==> src/rtl/lcd_timing_pkg.sv <==
package lcd_timing_pkg;

    localparam int FIELD_W  = 16;
    localparam int HALF_LSB = 16;
    localparam int DIV_W    = 8;
    localparam int DIV_LSB  = 16;
    localparam int SPAN_W   = FIELD_W + 3;
    localparam int ADDR_W   = 3;
    localparam int DATA_W   = 32;

    typedef logic [FIELD_W-1:0] field_t;
    typedef logic [SPAN_W-1:0]  span_t;
    typedef logic [DIV_W-1:0]   div_t;

    typedef enum logic [ADDR_W-1:0] {
        A_CLK     = 3'd0,
        A_SYNC    = 3'd1,
        A_VPORCH  = 3'd2,
        A_HPORCH  = 3'd3,
        A_ACTIVE  = 3'd4,
        A_POL     = 3'd5,
        A_IRQ_ON  = 3'd6,
        A_IRQ_OFF = 3'd7
    } reg_addr_e;

    typedef struct packed {
        field_t hsw_m1;
        field_t hbp_m1;
        field_t hact_m1;
        field_t hfp_m1;
        field_t vsw_m1;
        field_t vbp;
        field_t vact_m1;
        field_t vfp_m1;
    } raster_cfg_t;

    typedef struct packed {
        logic src2;
        logic pclk_inv;
        div_t div;
    } clk_cfg_t;

    typedef struct packed {
        logic hs_low;
        logic vs_low;
    } pol_cfg_t;

    typedef struct packed {
        raster_cfg_t r;
        clk_cfg_t    c;
        pol_cfg_t    p;
    } lcd_cfg_t;

    typedef struct packed {
        span_t sync_end;
        span_t act_start;
        span_t act_end;
        span_t total;
    } span_set_t;

    localparam lcd_cfg_t CFG_RESET = '{
        r: '{hsw_m1: 16'd0, hbp_m1: 16'd0, hact_m1: 16'd3, hfp_m1: 16'd0,
             vsw_m1: 16'd0, vbp: 16'd1, vact_m1: 16'd1, vfp_m1: 16'd0},
        c: '{src2: 1'b0, pclk_inv: 1'b0, div: 8'd2},
        p: '{hs_low: 1'b0, vs_low: 1'b0}
    };

    function automatic span_t seg_len(input field_t m1);
        return span_t'(m1) + span_t'(1);
    endfunction

    function automatic span_set_t h_spans(input raster_cfg_t c);
        span_set_t s;
        s.sync_end  = seg_len(c.hsw_m1);
        s.act_start = s.sync_end + seg_len(c.hbp_m1);
        s.act_end   = s.act_start + seg_len(c.hact_m1);
        s.total     = s.act_end + seg_len(c.hfp_m1);
        return s;
    endfunction

    function automatic span_set_t v_spans(input raster_cfg_t c);
        span_set_t s;
        s.sync_end  = seg_len(c.vsw_m1);
        s.act_start = s.sync_end + span_t'(c.vbp);
        s.act_end   = s.act_start + seg_len(c.vact_m1);
        s.total     = s.act_end + seg_len(c.vfp_m1);
        return s;
    endfunction

    function automatic div_t eff_div(input div_t d);
        if (d < div_t'(2)) begin
            return div_t'(2);
        end
        return d;
    endfunction

endpackage

==> src/rtl/lcd_cfg_bank.sv <==
module lcd_cfg_bank
    import lcd_timing_pkg::*;
(
    input  logic              clk,
    input  logic              rst,
    input  logic              wr_en,
    input  logic [ADDR_W-1:0] wr_addr,
    input  logic [DATA_W-1:0] wr_data,
    input  logic              load,
    output lcd_cfg_t          active,
    output logic              irq_en
);

    lcd_cfg_t shadow;
    field_t   lo_half;
    field_t   hi_half;

    always_comb begin
        lo_half = wr_data[FIELD_W-1:0];
        hi_half = wr_data[HALF_LSB +: FIELD_W];
    end

    always_ff @(posedge clk) begin
        if (rst) begin
            shadow <= CFG_RESET;
            active <= CFG_RESET;
            irq_en <= 1'b0;
        end else begin
            if (wr_en) begin
                case (reg_addr_e'(wr_addr))
                    A_CLK: begin
                        shadow.c.src2     <= wr_data[0];
                        shadow.c.pclk_inv <= wr_data[1];
                        shadow.c.div      <= wr_data[DIV_LSB +: DIV_W];
                    end
                    A_SYNC: begin
                        shadow.r.hsw_m1 <= lo_half;
                        shadow.r.vsw_m1 <= hi_half;
                    end
                    A_VPORCH: begin
                        shadow.r.vfp_m1 <= lo_half;
                        shadow.r.vbp    <= hi_half;
                    end
                    A_HPORCH: begin
                        shadow.r.hfp_m1 <= lo_half;
                        shadow.r.hbp_m1 <= hi_half;
                    end
                    A_ACTIVE: begin
                        shadow.r.hact_m1 <= lo_half;
                        shadow.r.vact_m1 <= hi_half;
                    end
                    A_POL: begin
                        shadow.p.hs_low <= wr_data[0];
                        shadow.p.vs_low <= wr_data[1];
                    end
                    A_IRQ_ON: begin
                        if (wr_data[0]) irq_en <= 1'b1;
                    end
                    A_IRQ_OFF: begin
                        if (wr_data[0]) irq_en <= 1'b0;
                    end
                    default: ;
                endcase
            end
            if (load) begin
                active <= shadow;
            end
        end
    end

    // the working settings move only on a frame-ending edge
    a_r10_hold_mid_frame: assert property (@(posedge clk) disable iff (rst)
        !load |=> $stable(active));

endmodule

==> src/rtl/lcd_pix_div.sv <==
module lcd_pix_div
    import lcd_timing_pkg::*;
(
    input  logic     clk,
    input  logic     rst,
    input  logic     load,
    input  clk_cfg_t cfg,
    output logic     pce,
    output logic     pclk_raw
);

    localparam int ACC_W = DIV_W + 1;

    logic [ACC_W-1:0] acc;
    logic [ACC_W-1:0] nxt;
    logic [ACC_W-1:0] dfull;
    logic [1:0]       step;
    logic             fire;

    always_comb begin
        step  = cfg.src2 ? 2'd2 : 2'd1;
        dfull = ACC_W'(eff_div(cfg.div));
        nxt   = acc + ACC_W'(step);
        fire  = (nxt >= dfull);
    end

    always_ff @(posedge clk) begin
        if (rst) begin
            acc      <= '0;
            pce      <= 1'b0;
            pclk_raw <= 1'b0;
        end else begin
            if (load) begin
                acc <= '0;
            end else if (fire) begin
                acc <= nxt - dfull;
            end else begin
                acc <= nxt;
            end
            pce      <= fire;
            pclk_raw <= pce;
        end
    end

    // with the plain source the divide ratio is at least 2
    a_r5_no_back_to_back: assert property (@(posedge clk) disable iff (rst)
        (!cfg.src2 && !$past(cfg.src2) && pce) |=> !pce);

endmodule

==> src/rtl/lcd_axis_cnt.sv <==
module lcd_axis_cnt
    import lcd_timing_pkg::*;
(
    input  logic      clk,
    input  logic      rst,
    input  logic      adv,
    input  span_set_t span,
    output logic      last,
    output logic      first,
    output logic      in_sync,
    output logic      in_act,
    output field_t    pos
);

    span_t cnt;

    always_comb begin
        last    = (cnt == span.total - span_t'(1));
        first   = (cnt == '0);
        in_sync = (cnt < span.sync_end);
        in_act  = (cnt >= span.act_start) && (cnt < span.act_end);
        pos     = in_act ? field_t'(cnt - span.act_start) : '0;
    end

    always_ff @(posedge clk) begin
        if (rst) begin
            cnt <= '0;
        end else if (adv) begin
            cnt <= last ? '0 : cnt + span_t'(1);
        end
    end

    // the position never leaves the programmed span
    a_r2_within_span: assert property (@(posedge clk) disable iff (rst)
        cnt < span.total);

    // every span starts with its sync segment
    a_r3_sync_leads: assert property (@(posedge clk) disable iff (rst)
        first |-> in_sync);

endmodule

==> src/rtl/lcd_raster_timer.sv <==
module lcd_raster_timer
    import lcd_timing_pkg::*;
(
    input  logic              clk,
    input  logic              rst,
    input  logic              wr_en,
    input  logic [ADDR_W-1:0] wr_addr,
    input  logic [DATA_W-1:0] wr_data,
    output logic              pclk_o,
    output logic              pce_o,
    output logic              hsync_o,
    output logic              vsync_o,
    output logic              de_o,
    output logic              sof_o,
    output logic              irq_o,
    output field_t            x_o,
    output field_t            y_o
);

    lcd_cfg_t  act;
    logic      irq_en;
    logic      pce;
    logic      pclk_raw;
    logic      frame_end;
    span_set_t hsp;
    span_set_t vsp;
    logic      h_last, h_first, h_sync, h_act;
    logic      v_last, v_first, v_sync, v_act;
    field_t    h_pos, v_pos;

    always_comb begin
        hsp       = h_spans(act.r);
        vsp       = v_spans(act.r);
        frame_end = pce && h_last && v_last;
    end

    lcd_cfg_bank u_bank (
        .clk     (clk),
        .rst     (rst),
        .wr_en   (wr_en),
        .wr_addr (wr_addr),
        .wr_data (wr_data),
        .load    (frame_end),
        .active  (act),
        .irq_en  (irq_en)
    );

    lcd_pix_div u_div (
        .clk      (clk),
        .rst      (rst),
        .load     (frame_end),
        .cfg      (act.c),
        .pce      (pce),
        .pclk_raw (pclk_raw)
    );

    lcd_axis_cnt u_hcnt (
        .clk     (clk),
        .rst     (rst),
        .adv     (pce),
        .span    (hsp),
        .last    (h_last),
        .first   (h_first),
        .in_sync (h_sync),
        .in_act  (h_act),
        .pos     (h_pos)
    );

    lcd_axis_cnt u_vcnt (
        .clk     (clk),
        .rst     (rst),
        .adv     (pce && h_last),
        .span    (vsp),
        .last    (v_last),
        .first   (v_first),
        .in_sync (v_sync),
        .in_act  (v_act),
        .pos     (v_pos)
    );

    always_comb begin
        de_o    = h_act && v_act;
        x_o     = de_o ? h_pos : '0;
        y_o     = de_o ? v_pos : '0;
        hsync_o = h_sync ^ act.p.hs_low;
        vsync_o = v_sync ^ act.p.vs_low;
        pclk_o  = pclk_raw ^ act.c.pclk_inv;
        pce_o   = pce;
        sof_o   = h_first && v_first;
        irq_o   = sof_o && irq_en;
    end

    // visible pixels never fall inside either sync
    a_r4_de_clear_of_sync: assert property (@(posedge clk) disable iff (rst)
        de_o |-> (!h_sync && !v_sync));

    // the frame strobe covers a single pixel period
    a_r8_sof_one_pixel: assert property (@(posedge clk) disable iff (rst)
        (sof_o && pce_o) |=> !sof_o);

endmodule

==> config.mk <==
export PLATFORM = sky130hd
export DESIGN_NAME = lcd_raster_timer
export DESIGN_NICKNAME = d
export VERILOG_FILES = /design/src/rtl/lcd_timing_pkg.sv /design/src/rtl/lcd_cfg_bank.sv /design/src/rtl/lcd_pix_div.sv /design/src/rtl/lcd_axis_cnt.sv /design/src/rtl/lcd_raster_timer.sv
export SDC_FILE = /design/constraint.sdc
export NUM_CORES = 1
export LEC_CHECK = 0
export BUFFER_PORTS_ARGS = -buffer_cell sky130_fd_sc_hd__buf_2
export CAP_MARGIN = 20
export CORE_MARGIN = 8
export CORE_UTILIZATION = 50
export CTS_CLUSTER_DIAMETER = 120
export CTS_CLUSTER_SIZE = 14
export DETAILED_ROUTE_END_ITERATION = 8
export PLACE_DENSITY = 0.63
export SLEW_MARGIN = 20
export SYNTH_ARGS = -nofsm -noshare
export SYNTH_HDL_FRONTEND = slang
export SYNTH_SLANG_ARGS = --single-unit
==> constraint.sdc <==
create_clock -name clk -period 11.4 [get_ports clk]
set_input_delay 0 -clock clk [delete_from_list [all_inputs] [get_ports clk]]
set_output_delay 0 -clock clk [all_outputs]
set_load 0.03 [all_outputs]
# After elaboration in Yosys (flattened, before gate mapping)
# Cells that the tools add are included.
[word_totals] reg_bits=330 out_inout_bits=39
[op_classes] n_bitwise=3 order_cmp=8 n_eq_ne=11 reduce_logical=19 n_addsub=21 n_mux=14
[op_table] cell="$add 16x1->17 const B" count=7
[op_table] cell="$mux 16" count=4
[op_table] cell="$add 18x17->19" count=2
[op_table] cell="$add 19x1->19 const B" count=2
[op_table] cell="$add 19x17->19" count=2
[op_table] cell="$eq 19x19->1" count=2
[op_table] cell="$ge 19x18->1" count=2
[op_table] cell="$logic_not 19->1" count=2
[op_table] cell="$lt 19x17->1" count=2
[op_table] cell="$lt 19x19->1" count=2
[op_table] cell="$mux 19" count=2
[op_table] cell="$sub 19x1->19 const B" count=2
[op_table] cell="$sub 16x16->16" count=2
[op_table] cell="$add 17x16->18" count=1
[op_table] cell="$add 17x17->18" count=1
[op_table] cell="$mux 8" count=2
[op_table] cell="$eq 3x3->1 const B" count=4
[op_table] cell="$reduce_and 2->1" count=6
[op_table] cell="$add 9x2->9" count=1
[op_table] cell="$ge 9x8->1" count=1
[op_table] cell="$mux 9" count=1
[op_table] cell="$sub 9x8->9" count=1
[op_table] cell="$lt 8x2->1 const B" count=1
[op_table] cell="$logic_and 1x1->1" count=7
[op_table] cell="other kinds (11)" count=17

# Depth between registers and ports, before layout
# Gate-level depths: netlist of run 1.
[depth] depth_word=9 ltp_mapped=34

# By module
# From an unflattened synthesis of run 1, not the netlist that was laid out.
[unflattened] hier_cells=2809 area_unflattened_um2=24224.5
[by_module_without_submodules] module="lcd_cfg_bank" instances=1 area_each_um2=10522.6 cells_each=961 seq_area_each_um2=5625.4
[by_module_without_submodules] module="lcd_raster_timer" instances=1 area_each_um2=5575.3 cells_each=770 seq_area_each_um2=0.0
[by_module_without_submodules] module="lcd_axis_cnt (u_vcnt)" instances=1 area_each_um2=3616.0 cells_each=490 seq_area_each_um2=380.4
[by_module_without_submodules] module="lcd_axis_cnt (u_hcnt)" instances=1 area_each_um2=3452.1 cells_each=463 seq_area_each_um2=380.4
[by_module_without_submodules] module="lcd_pix_div" instances=1 area_each_um2=1058.5 cells_each=125 seq_area_each_um2=220.2

# Least setup slack after synthesis of run 1
# Ideal clock, no wire load.
[synth_path] path_kind="register to register" start="register u_bank.active[124] in the netlist's numbering" end="register u_bank.active[84] in the netlist's numbering" period_less_slack_ns=7.486 t_arrival_ns=7.354 setup_ns=0.132 stages_incl_launch_ff=34 slack_ns=3.914 t_required_ns=11.268 path_cell_list="dfxtp_1 > ha_1 > nand3_2 > xnor2_1 > ha_1 > o211ai_1 > a21oi_1 > o41ai_2 > o21ba_2 > o21bai_1 > a21oi_1 > o21bai_1 > xor2_1 > ha_1 > and3_1 > a221oi_1 > a21oi_1 > a31o_2 > a21o_1 > xor2_1 > ha_1 > xnor2_2 > nor3_1 > or4_1 > a211o_1 > or4_1 > a311o_1 > a21oi_2 > o2111ai_2 > a211o_1 > buf_2 > clkbuf_1 > o31ai_1 > a21oi_1"
[synth_via] elab_chain_cells=8
[synth_lines] item="start: declaration" line_no="lcd_cfg_bank.sv:10" text="output lcd_cfg_t active,"
[synth_lines] item="start signal: assignment" line_no="lcd_cfg_bank.sv:66" text="active <= shadow;"
[synth_lines] item="$add 16x1->17" line_no="lcd_timing_pkg.sv:69" text="return span_t'(m1) + span_t'(1);"
[synth_lines] item="$add 17x17->18" line_no="lcd_timing_pkg.sv:75" text="s.act_start = s.sync_end + seg_len(c.hbp_m1);"
[synth_lines] item="$add 18x17->19" line_no="lcd_timing_pkg.sv:76" text="s.act_end = s.act_start + seg_len(c.hact_m1);"
[synth_lines] item="$add 19x17->19" line_no="lcd_timing_pkg.sv:77" text="s.total = s.act_end + seg_len(c.hfp_m1);"
[synth_lines] item="$sub 19x1->19" line_no="lcd_axis_cnt.sv:18" text="last = (cnt == span.total - span_t'(1));"
[synth_lines] item="$eq 19x19->1" line_no="lcd_axis_cnt.sv:18"
[synth_lines] item="$logic_and 1x1->1 (2 in a row)" line_no="lcd_raster_timer.sv:34" text="frame_end = pce && h_last && v_last;"
# No other way between the ends.
# A chain may end at the register's enable or synchronous reset.

# Worst setup path in the final report of run 1
[layout_path] start="register u_bank.active[124] in the netlist's numbering" end="register u_bank.active[68] in the netlist's numbering"
# The elaborated chain is that of the path after synthesis.

==> flow_summary.toml, run 1 <==
[outcome]
outcome = "finished clean"

[routing]
vias_per_cell = 6.23
ant_nets = 0
first_pass_iters = 6
wl_met2_um = 32800
top_layer = "met4"
drcViolationCount = 0
totalWireLength_um = 77400
wl_per_cell_um = 22.0
drtIter0Drc = 2223
m1WireLength_um = 36200
vias = 21929
route.met3.wl_um = 6580

[sta]
timing_hold_violations_final = 0
relSlewSlack_pct = 29.5
setup_violations = 0
period_share_pct = 81.3
rsz0062_at_grt = "no"
skew_ps = 22.6
maxSlewViolCount = 0
fin_crit_ps = 9260
fmax_ghz = 0.108
fin_setup_tns_ps = 0
worst_slew_pin_slew_ps = 1060

[final_layout]
final_area_um2 = 24600
drive_above_1_share_pct = 6.10
multi_input_area_um2 = 15000
nNetsFinal = 3183
area_growth_pct = 7.71
antenna_cells = 0
fillers = 4378
regArea_um2 = 6610

[worst_setup_path]
worstSetupPathType = "register to register"
cp_max_fo = 80
critPathCaptureType = "register"
r2r_cells = 32
slowest_stage = "a211o_4"
cp_top_family = "compound AO/OA/AOI/OAI gates"
cp.depth = 32
slowest_delay_ps = 700
crit_required_ps = 11820
worst-path-buf-inv = 1
r2r_setup_slack_ps = 2140
startpoint_type = "register"
critical_path_arrival_ps = 9680
timing.rr.end = "u_bank.active[68]"
regToRegStartpoint = "u_bank.active[124]"

[global_route]
grt_pass1_vias = 20637
grt_max_degree = 147
antenna_found_initial = 0
grt_pass1_wl_um = 119000
grt_usage_pct = 27.9
grt_overflow = 0

[yosys]
synth_cells = 2932
synthArstFlopShare_pct = 0
yosys_warnings = 0
synth_edf_count = 0
ys_seq_elements = 330
synthTopCellsByCount = "a21oi_1, nand2_1, dfxtp_1"
ys.flop_type = "dfxtp_1"
synth_area_um2 = 22900
syn_nets = 3198
synth.avg_cell_area_um2 = 7.80
synth.area.top_cells = "dfxtp_1, ha_1, a21oi_1"
ys_seq_area_share_pct = 28.9
netlist.area_leader.share_pct = 28.9
yosysTopAreaCell = "dfxtp_1"
synth.most_common_cell = "a21oi_1"
yosysUniqueCellTypes = 86

[floorplan]
core_area_um2 = 45300
die_w_um = 230
rows = 78
fp.dieArea_um2 = 52900
die_h_um = 230
ios = 77
start_util_pct = 50.5

[min_path]
hp-class = "input pin to register"
min_path_cells = 2
min_delay_worst_endpoint = "u_hcnt.cnt[1]"
min_from = "rst"

[place]
globalplace.congestion = 0.948
placed_area_um2 = 23500
port_buffers = 76
dp_hpwl_um = 54700

[clock_network]
worstSkewPairLatency_ps = 580
h-tree-depth = 1
cts_tree = "built"
numCtsBuffers = 28
cts_root_buf = "clkbuf_16"
cts.path.max_buffers = 3
post_cts_resized = 0
clock-sinks = 330
clkTransAtPathRegs_ps = 70

[flow_run]
cap_violations = 0

[power_and_ir_drop]
power_leakage_nw = 9.82
ir_worst_vdd_mv = 0.147
p_per_area_nw_per_um2 = 111
p_total_mw = 2.74
-- cell type report --
class | count | area share (%)
inverter | 169 | 2.57
multi-input combinational | 2255 | 60.8
clock inverter | 3 | 0.117
sequential | 330 | 26.8
tap | 600 | 3.05
clock buffer | 30 | 2.96
timing repair buffer | 133 | 3.74
-- flip-flops by register name, indices dropped and copies added, names as in the netlist --
name / cells
u_bank.active: 140
u_hcnt.cnt: 19
u_bank.shadow: 140
u_vcnt.cnt: 19
u_div.pclk_raw: 1
u_div.acc: 9
u_bank.irq_en: 1
u_div.pce: 1
-- stage by stage --
step	setup slack (ps)	hold slack (ps)	utilization, %	std cells
finish	2140	86.6	54.4	3520
global route	1570	150	54.4	3520
CTS	2270	85.6	54.4	3520
detailed placement	2320	300	51.9	3450
global placement	2620	297	51.9	3450
floorplan	3910	95.6	-	2932
-- logic make-up (layout without fill, tap and decap cells) --
logic type      Yosys count  count (layout)  share of synthesized area, %
compound gates          868             868                          23.9
xor+xnor                190             190                          7.48
fa+ha+maj               228             228                          12.8
buf+inv                 347             335                          5.99
flops                   330             330                          28.9
mux                       9               9                         0.394
simple gates            960             960                          20.6
-- metal layers --
layer	global-route usage [%]	up-vias
met4	6.36	0
met3	4.75	110
met2	42.2	817
met5	0	-
li1	-	10509
met1	40.8	10493
-- placed cells by master, fill, tap and decap left out, drive strengths merged, types with 37 or more instances in the layout --
master	n
o21ai	74
o21a	52
buf	95
nand3	65
ha	218
dlygate4sd3	37
nand4	174
nand2	367
xnor2	100
nor3	38
dfxtp	330
a21o	48
xor2	89
nor2	137
a21oi	398
and3	37
inv	169
o31ai	150
-- what timing repair did --
action | CTS | global route
setup endpoints to repair | 0 | 0
endpoints found under the hold margin | 141 | 0
setup buffers | 0 | 0
hold buffers | 37 | 0
-- worst max-delay path by stage --
stage,slack [ps],endpoint,startpoint
floorplan,3910,u_bank.active[84],u_bank.active[124]
global placement,2620,u_bank.active[68],u_bank.active[124]
detailed placement,2320,u_bank.active[68],u_bank.active[124]
CTS,2270,u_bank.active[68],u_bank.active[124]
global route,1570,u_bank.active[74],u_bank.active[124]
finish,2140,u_bank.active[68],u_bank.active[124]
-- where the power goes --
part	switching, mW	total, mW	internal (mW)	leakage [nW]
registers	0.0332	1.22	1.18	2.67
logic	0.414	0.630	0.216	6.78
clock network	0.440	0.891	0.451	0.369
total	0.888	2.74	1.85	9.82
No activity file was read; power rests on OpenSTA's default activity.
==> inputs of run 2 (changes only) <==
--- a/config.mk
+++ b/config.mk
@@ -5,6 +5,7 @@
 export SDC_FILE = /design/constraint.sdc
 export NUM_CORES = 1
 export LEC_CHECK = 0
+export ABC_AREA = 1
 export BUFFER_PORTS_ARGS = -buffer_cell sky130_fd_sc_hd__buf_2
 export CAP_MARGIN = 20
 export CORE_MARGIN = 8
==> constraint.sdc (replaced) <==
create_clock -name clk -period 9.4 [get_ports clk]
set_input_delay 0 -clock clk [delete_from_list [all_inputs] [get_ports clk]]
set_output_delay 0 -clock clk [all_outputs]
set_load 0.03 [all_outputs]
==> run 2 against run 1 <==
  * First-iteration DRC count fell by 20%
  * Die area rose by 9.1%
  * Via count rose by 7.8%
  * Fmax rose by 21%
  * Critical endpoint is now u_bank.active[28]
  * Synthesized cell count rose by 34%
  * Largest power group unchanged
==> flow_summary.toml, run 2 <==
[routing]
wl_per_cell_um = 16.3
drcViolationCount = 0
vias_per_cell = 5.13
drtIter0Drc = 1769
totalWireLength_um = 75100
ant_nets = 0
first_pass_iters = 5
vias = 23636

[yosys]
yosysUniqueCellTypes = 55
synth_area_um2 = 25100
synth.area.top_cells = "dfxtp_1, nand2_1, inv_1"
synth_edf_count = 0
synth.avg_cell_area_um2 = 6.41
ys.flop_type = "dfxtp_1"
ys_seq_elements = 330
yosys_warnings = 0
synth.most_common_cell = "nand2_1"
synthTopCellsByCount = "nand2_1, inv_1, dfxtp_1"
synth_cells = 3917
synthArstFlopShare_pct = 0
netlist.area_leader.share_pct = 26.3
yosysTopAreaCell = "dfxtp_1"
ys_seq_area_share_pct = 26.3
syn_nets = 4183

[worst_setup_path]
cp_common_cell = "nand2_1"
cp_top_family = "simple AND/OR/NAND/NOR gates"
startpoint_type = "register"
r2r_cells = 44
critPathCaptureType = "register"
worstSetupPathType = "register to register"
timing.rr.end = "u_bank.active[28]"
worst-path-buf-inv = 10
slowest_stage = "nand3_4"
crit_required_ps = 9830
r2r_setup_slack_ps = 1750
slowest_delay_ps = 490
regToRegStartpoint = "u_bank.active[124]"
cp_max_fo = 94
critical_path_arrival_ps = 8080

[global_route]
grt_pass1_vias = 21565
grt_max_degree = 157
antenna_found_initial = 0
grt_usage_pct = 25.6
grt_overflow = 0
grt_pass1_wl_um = 119000

[final_layout]
nNetsFinal = 4201
fillers = 5229
final_area_um2 = 27000
drive_above_1_share_pct = 5.59
top_regs = "u_bank.active x140, u_bank.shadow x140"
multi_input_area_um2 = 14800
antenna_cells = 0
regArea_um2 = 6610
layout_commonest_cell = "nand2_1"
area_growth_pct = 7.44
stdcell_count = 4611
layout_common_cells = "nand2_1, inv_1, dfxtp_1, a21oi_1, nor2_1"

[sta]
period_share_pct = 81.4
timing_hold_violations_final = 0
fmax_ghz = 0.131
fin_crit_ps = 7650
maxSlewViolCount = 0
worst_slew_pin_slew_ps = 1040
rsz0062_at_grt = "no"
fin_setup_tns_ps = 0
relSlewSlack_pct = 30.5
hold_ws_ps = 275
skew_ps = 18.8
setup_violations = 0

[min_path]
hp-class = "input pin to register"
min_path_cells = 4
min_delay_worst_endpoint = "u_bank.shadow[12]"
min_from = "wr_data[0]"

[flow_run]
cap_violations = 0

[place]
placed_area_um2 = 25800
globalplace.congestion = 0.962
dp_hpwl_um = 56800
dpl.cell_count = 4532
port_buffers = 76

[floorplan]
fp.dieArea_um2 = 57700
core_area_um2 = 49900
start_util_pct = 50.4
die_h_um = 240
die_w_um = 240
ios = 77
rows = 82

[power_and_ir_drop]
p_per_area_nw_per_um2 = 117
ir_worst_vdd_mv = 0.129
power_leakage_nw = 13.8

[clock_network]
clock-sinks = 330
cts_tree = "built"
numCtsBuffers = 28
post-cts-setup-buffer-count = 0
cts_root_buf = "clkbuf_16"
cts.path.max_buffers = 3
h-tree-depth = 1
post_cts_resized = 0
worstSkewPairLatency_ps = 580
clkTransAtPathRegs_ps = 70
cts_hold_buffers = 45

[outcome]
outcome = "finished clean"
[run 2: kinds of logic (layout without fill, tap and decap cells)]
logic type	count (synthesis)	in the layout	synth area share, %
buffers and inverters	945	967	14.8
XOR/XNOR	174	174	6.12
AND/OR/NAND/NOR	1695	1695	29.6
flip-flops	330	330	26.3
AO/OA/AOI/OAI	545	545	11.4
adder cells (fa/ha/maj)	228	228	11.7
[run 2: per-layer routing]
metal	routed length, um	track usage, %	share of wire [%]
met1	37900	38.8	50
met4	1480	5.46	2.0
met3	4160	1.98	5.5
met2	31600	39.1	42
met5	0	0	0
[run 2: where the power goes]
part / internal [mW] / switching (mW)
registers: 1.44 / 0.0454
clock network: 0.534 / 0.533
logic: 0.189 / 0.418
[run 2: layout make-up]
type | instances | share of cell area [%]
Clock inverter | 4 | 0.158
Clock buffer | 30 | 2.62
Multi-Input combinational cell | 2642 | 54.8
Inverter | 796 | 11.1
Sequential cell | 330 | 24.5
Timing Repair Buffer | 137 | 3.66
Tap cell | 672 | 3.12
[run 2: worst min-delay path: cells and delay by family]
family | cells | cell delay, ps
buf+inv | 2 | 640
compound gates | 2 | 180
[run 2: worst max-delay path by stage]
stage,slack (ps),startpoint,end,depth (start not counted)
3_5_place_dp,1820,u_bank.active[124],u_bank.active[28],44
5_1_grt,860,u_bank.active[124],u_bank.active[112],45
2_1_floorplan,3600,u_bank.active[124],u_bank.active[69],46
3_3_place_gp,1930,u_bank.active[124],u_bank.active[3],44
6_report,1750,u_bank.active[124],u_bank.active[28],44
4_1_cts,1810,u_bank.active[124],u_bank.active[28],44
[run 2: through the flow]
step	worst slack [ps]	total power, mW	util (%)
3_5_place_dp	1820	2.11	51.7
5_1_grt	862	3.31	54.1
2_1_floorplan	3600	1.93	-
3_3_place_gp	1930	2.11	51.7
4_1_cts	1810	3.18	54.1
6_report	1750	3.16	54.1
==> inputs of run 3 (changes only) <==
--- a/config.mk
+++ b/config.mk
@@ -5,7 +5,7 @@
 export SDC_FILE = /design/constraint.sdc
 export NUM_CORES = 1
 export LEC_CHECK = 0
-export ABC_AREA = 1
+export ABC_AREA = 0
 export BUFFER_PORTS_ARGS = -buffer_cell sky130_fd_sc_hd__buf_2
 export CAP_MARGIN = 20
 export CORE_MARGIN = 8
==> constraint.sdc (replaced) <==
create_clock -name clk -period 7.5 [get_ports clk]
set_input_delay 0 -clock clk [delete_from_list [all_inputs] [get_ports clk]]
set_output_delay 0 -clock clk [all_outputs]
set_load 0.03 [all_outputs]
==> run 3 against run 2 <==
  * Clock-buffer cell count is 1 lower
  * Via count shrank 2.4%
  * Register-to-register slack worse by 1700 ps
  * Sequential share of layout area down 0.60 points
  * Critical path depth shrank 12
  * Clock skew is 35 ps higher
  * Final cell count shrank 20%
  * Worst setup slack worse by 1800 ps
  * Die area fell by 8.3%
  * Combinational power rose by 66%
  * Global-route usage grew 2.7 points
  * Critical path type is now register to output port
  * Critical endpoint is now y_o[5]
  * Largest cell class unchanged
  * Largest power group unchanged
==> flow_summary.toml, run 3 (synthesis results as in run 1) <==
[final_layout]
layout_common_cells = "a21oi_1, nand2_1, dfxtp_1, ha_1, nand4_1"
fin_util_pct = 61.2
top_regs = "u_bank.active x140, u_bank.shadow x140"
stdcell_count = 3701
nNetsFinal = 3365
area_growth_pct = 21.1
final_area_um2 = 27700
antenna_cells = 0
layout_commonest_cell = "a21oi_1"
drive_above_1_share_pct = 15.8

[worst_setup_path]
crit_required_ps = 7500
startpoint_type = "register"
regToRegStartpoint = "u_bank.active[124]"
cp_max_fo = 8
slowest_delay_ps = 390
r2r_setup_slack_ps = 30
worstSetupPathType = "register to output port"
critPathCaptureType = "output port"
timing.rr.end = "u_bank.active[70]"
slowest_stage = "dfxtp_2"
r2r_cells = 35
cp_common_cell = "ha_4"
critical_path_arrival_ps = 7500

[global_route]
grt_usage_pct = 28.3
grt_pass1_vias = 21016
grt_max_degree = 116
grt_overflow = 0
antenna_found_initial = 1
grt_pass1_wl_um = 121000

[power_and_ir_drop]
p_seq_share_pct = 44.0
power_frac_comb_pct = 23.9
p_per_area_nw_per_um2 = 152
p_total_mw = 4.23
sw_frac_of_total_pct = 32.5
p_int_mw = 2.85
power_frac_clock_pct = 32.0
p_switching_mw = 1.37
ir_worst_vdd_mv = 0.206
power_leakage_nw = 11.2

[sta]
timing_hold_violations_final = 0
maxSlewViolCount = 0
rsz0062_at_grt = "yes"
setup_violations = 0
fin_setup_tns_ps = 0
hold_ws_ps = 108
fin_ws_ps = 0.572
fmax_ghz = 0.133
worst_slew_pin_slew_ps = 1130
relSlewSlack_pct = 24.4
period_share_pct = 100
skew_ps = 54.2
fin_crit_ps = 7500

[place]
dp_hpwl_um = 58100
port_buffers = 76
post-place-ws_ps = -190
placed_area_um2 = 24800
globalplace.congestion = 1.01
dpl.cell_count = 3578

[min_path]
hp-class = "input pin to register"
min_path_cells = 2
min_delay_worst_endpoint = "u_hcnt.cnt[1]"
min_from = "rst"

[clock_network]
cts.path.max_buffers = 3
worstSkewPairLatency_ps = 610
cts_root_buf = "clkbuf_16"
h-tree-depth = 1
numCtsBuffers = 28
clock-sinks = 330
cts_tree = "built"
clkTransAtPathRegs_ps = 70

[floorplan]
fp.dieArea_um2 = 52900
die_w_um = 230
ios = 77
start_util_pct = 50.5
rows = 78
die_h_um = 230
core_area_um2 = 45300

[flow_run]
cap_violations = 0

[routing]
vias_per_cell = 6.23
totalWireLength_um = 82500
ant_nets = 0
wl_per_cell_um = 22.3
vias = 23057
drcViolationCount = 0
drtIter0Drc = 2153
first_pass_iters = 7

[outcome]
outcome = "finished clean"
[run 3: cell count changes in the layout (fill, tap and decap cells not counted), sizes merged, moves of 32 or more]
| cell | delta |
|---|---|
| a21o | +40 |
| a21oi | +92 |
| buf | +162 |
| inv | -622 |
| nand2 | -554 |
| nand3 | -81 |
| nor2 | -175 |
| o21a | +50 |
| o21ai | -113 |
| o31ai | +144 |
| xnor2 | +48 |
| xor2 | -32 |
[run 3: power by group through the flow]
stage	clock, mW	sequential (mW)	combinational (mW)
after floorplan	0	1.87	0.685
after global placement	0	1.90	0.939
after detailed placement	0	1.90	0.951
after CTS	1.38	1.86	0.975
after global routing	1.44	1.86	1.10
final	1.35	1.86	1.01
[run 3: layout make-up]
class                      instances  area (um^2)
fill                            4033        17600
sequential                       330         6630
timing repair buffer             315         3080
clock inverter                     3         55.1
tap                              600          751
multi-input combinational       2255        15900
clock buffer                      29          714
inverter                         169          634
[run 3: what timing repair did]
action                     CTS  global route
hold buffers                37             0
gates cloned                 1            21
pin swaps                   30           189
hold endpoints to repair   141             0
resized for setup           44           176
setup buffers               11            22
setup endpoints to repair  218           219
[run 3: worst max-delay path, delay by kind of cell, from the launching register on]
family,cells,cell delay (ps)
buffers and inverters,4,700
DFF,1,390
AOI/OAI and AO/OA,10,2200
xor gates and xnor gates,2,400
and+or+nand+nor,12,2210
adders and majority gates,4,970
[run 3: worst max path at each step]
| stage | from | endpoint | slack, ps |
|---|---|---|---|
| detailed placement | u_bank.active[124] | u_vcnt.cnt[17] | -190 |
| global route | u_bank.active[67] | y_o[5] | -290 |
| finish | u_bank.active[61] | y_o[5] | 0.6 |
| CTS | u_bank.active[125] | u_bank.active[91] | 0.3 |
| global placement | u_bank.active[124] | u_vcnt.cnt[15] | -100 |
| floorplan | u_bank.active[124] | u_bank.active[84] | 10 |
[run 3: metal layers]
| metal | up-vias | share of wire [%] | global-route usage, % |
|---|---|---|---|
| met3 | 133 | 8.2 | 4.69 |
| li1 | 10918 | - | - |
| met5 | - | 0 | 0 |
| met2 | 934 | 44 | 43.0 |
| met4 | 0 | 2.8 | 7.46 |
| met1 | 11072 | 45 | 41.0 |
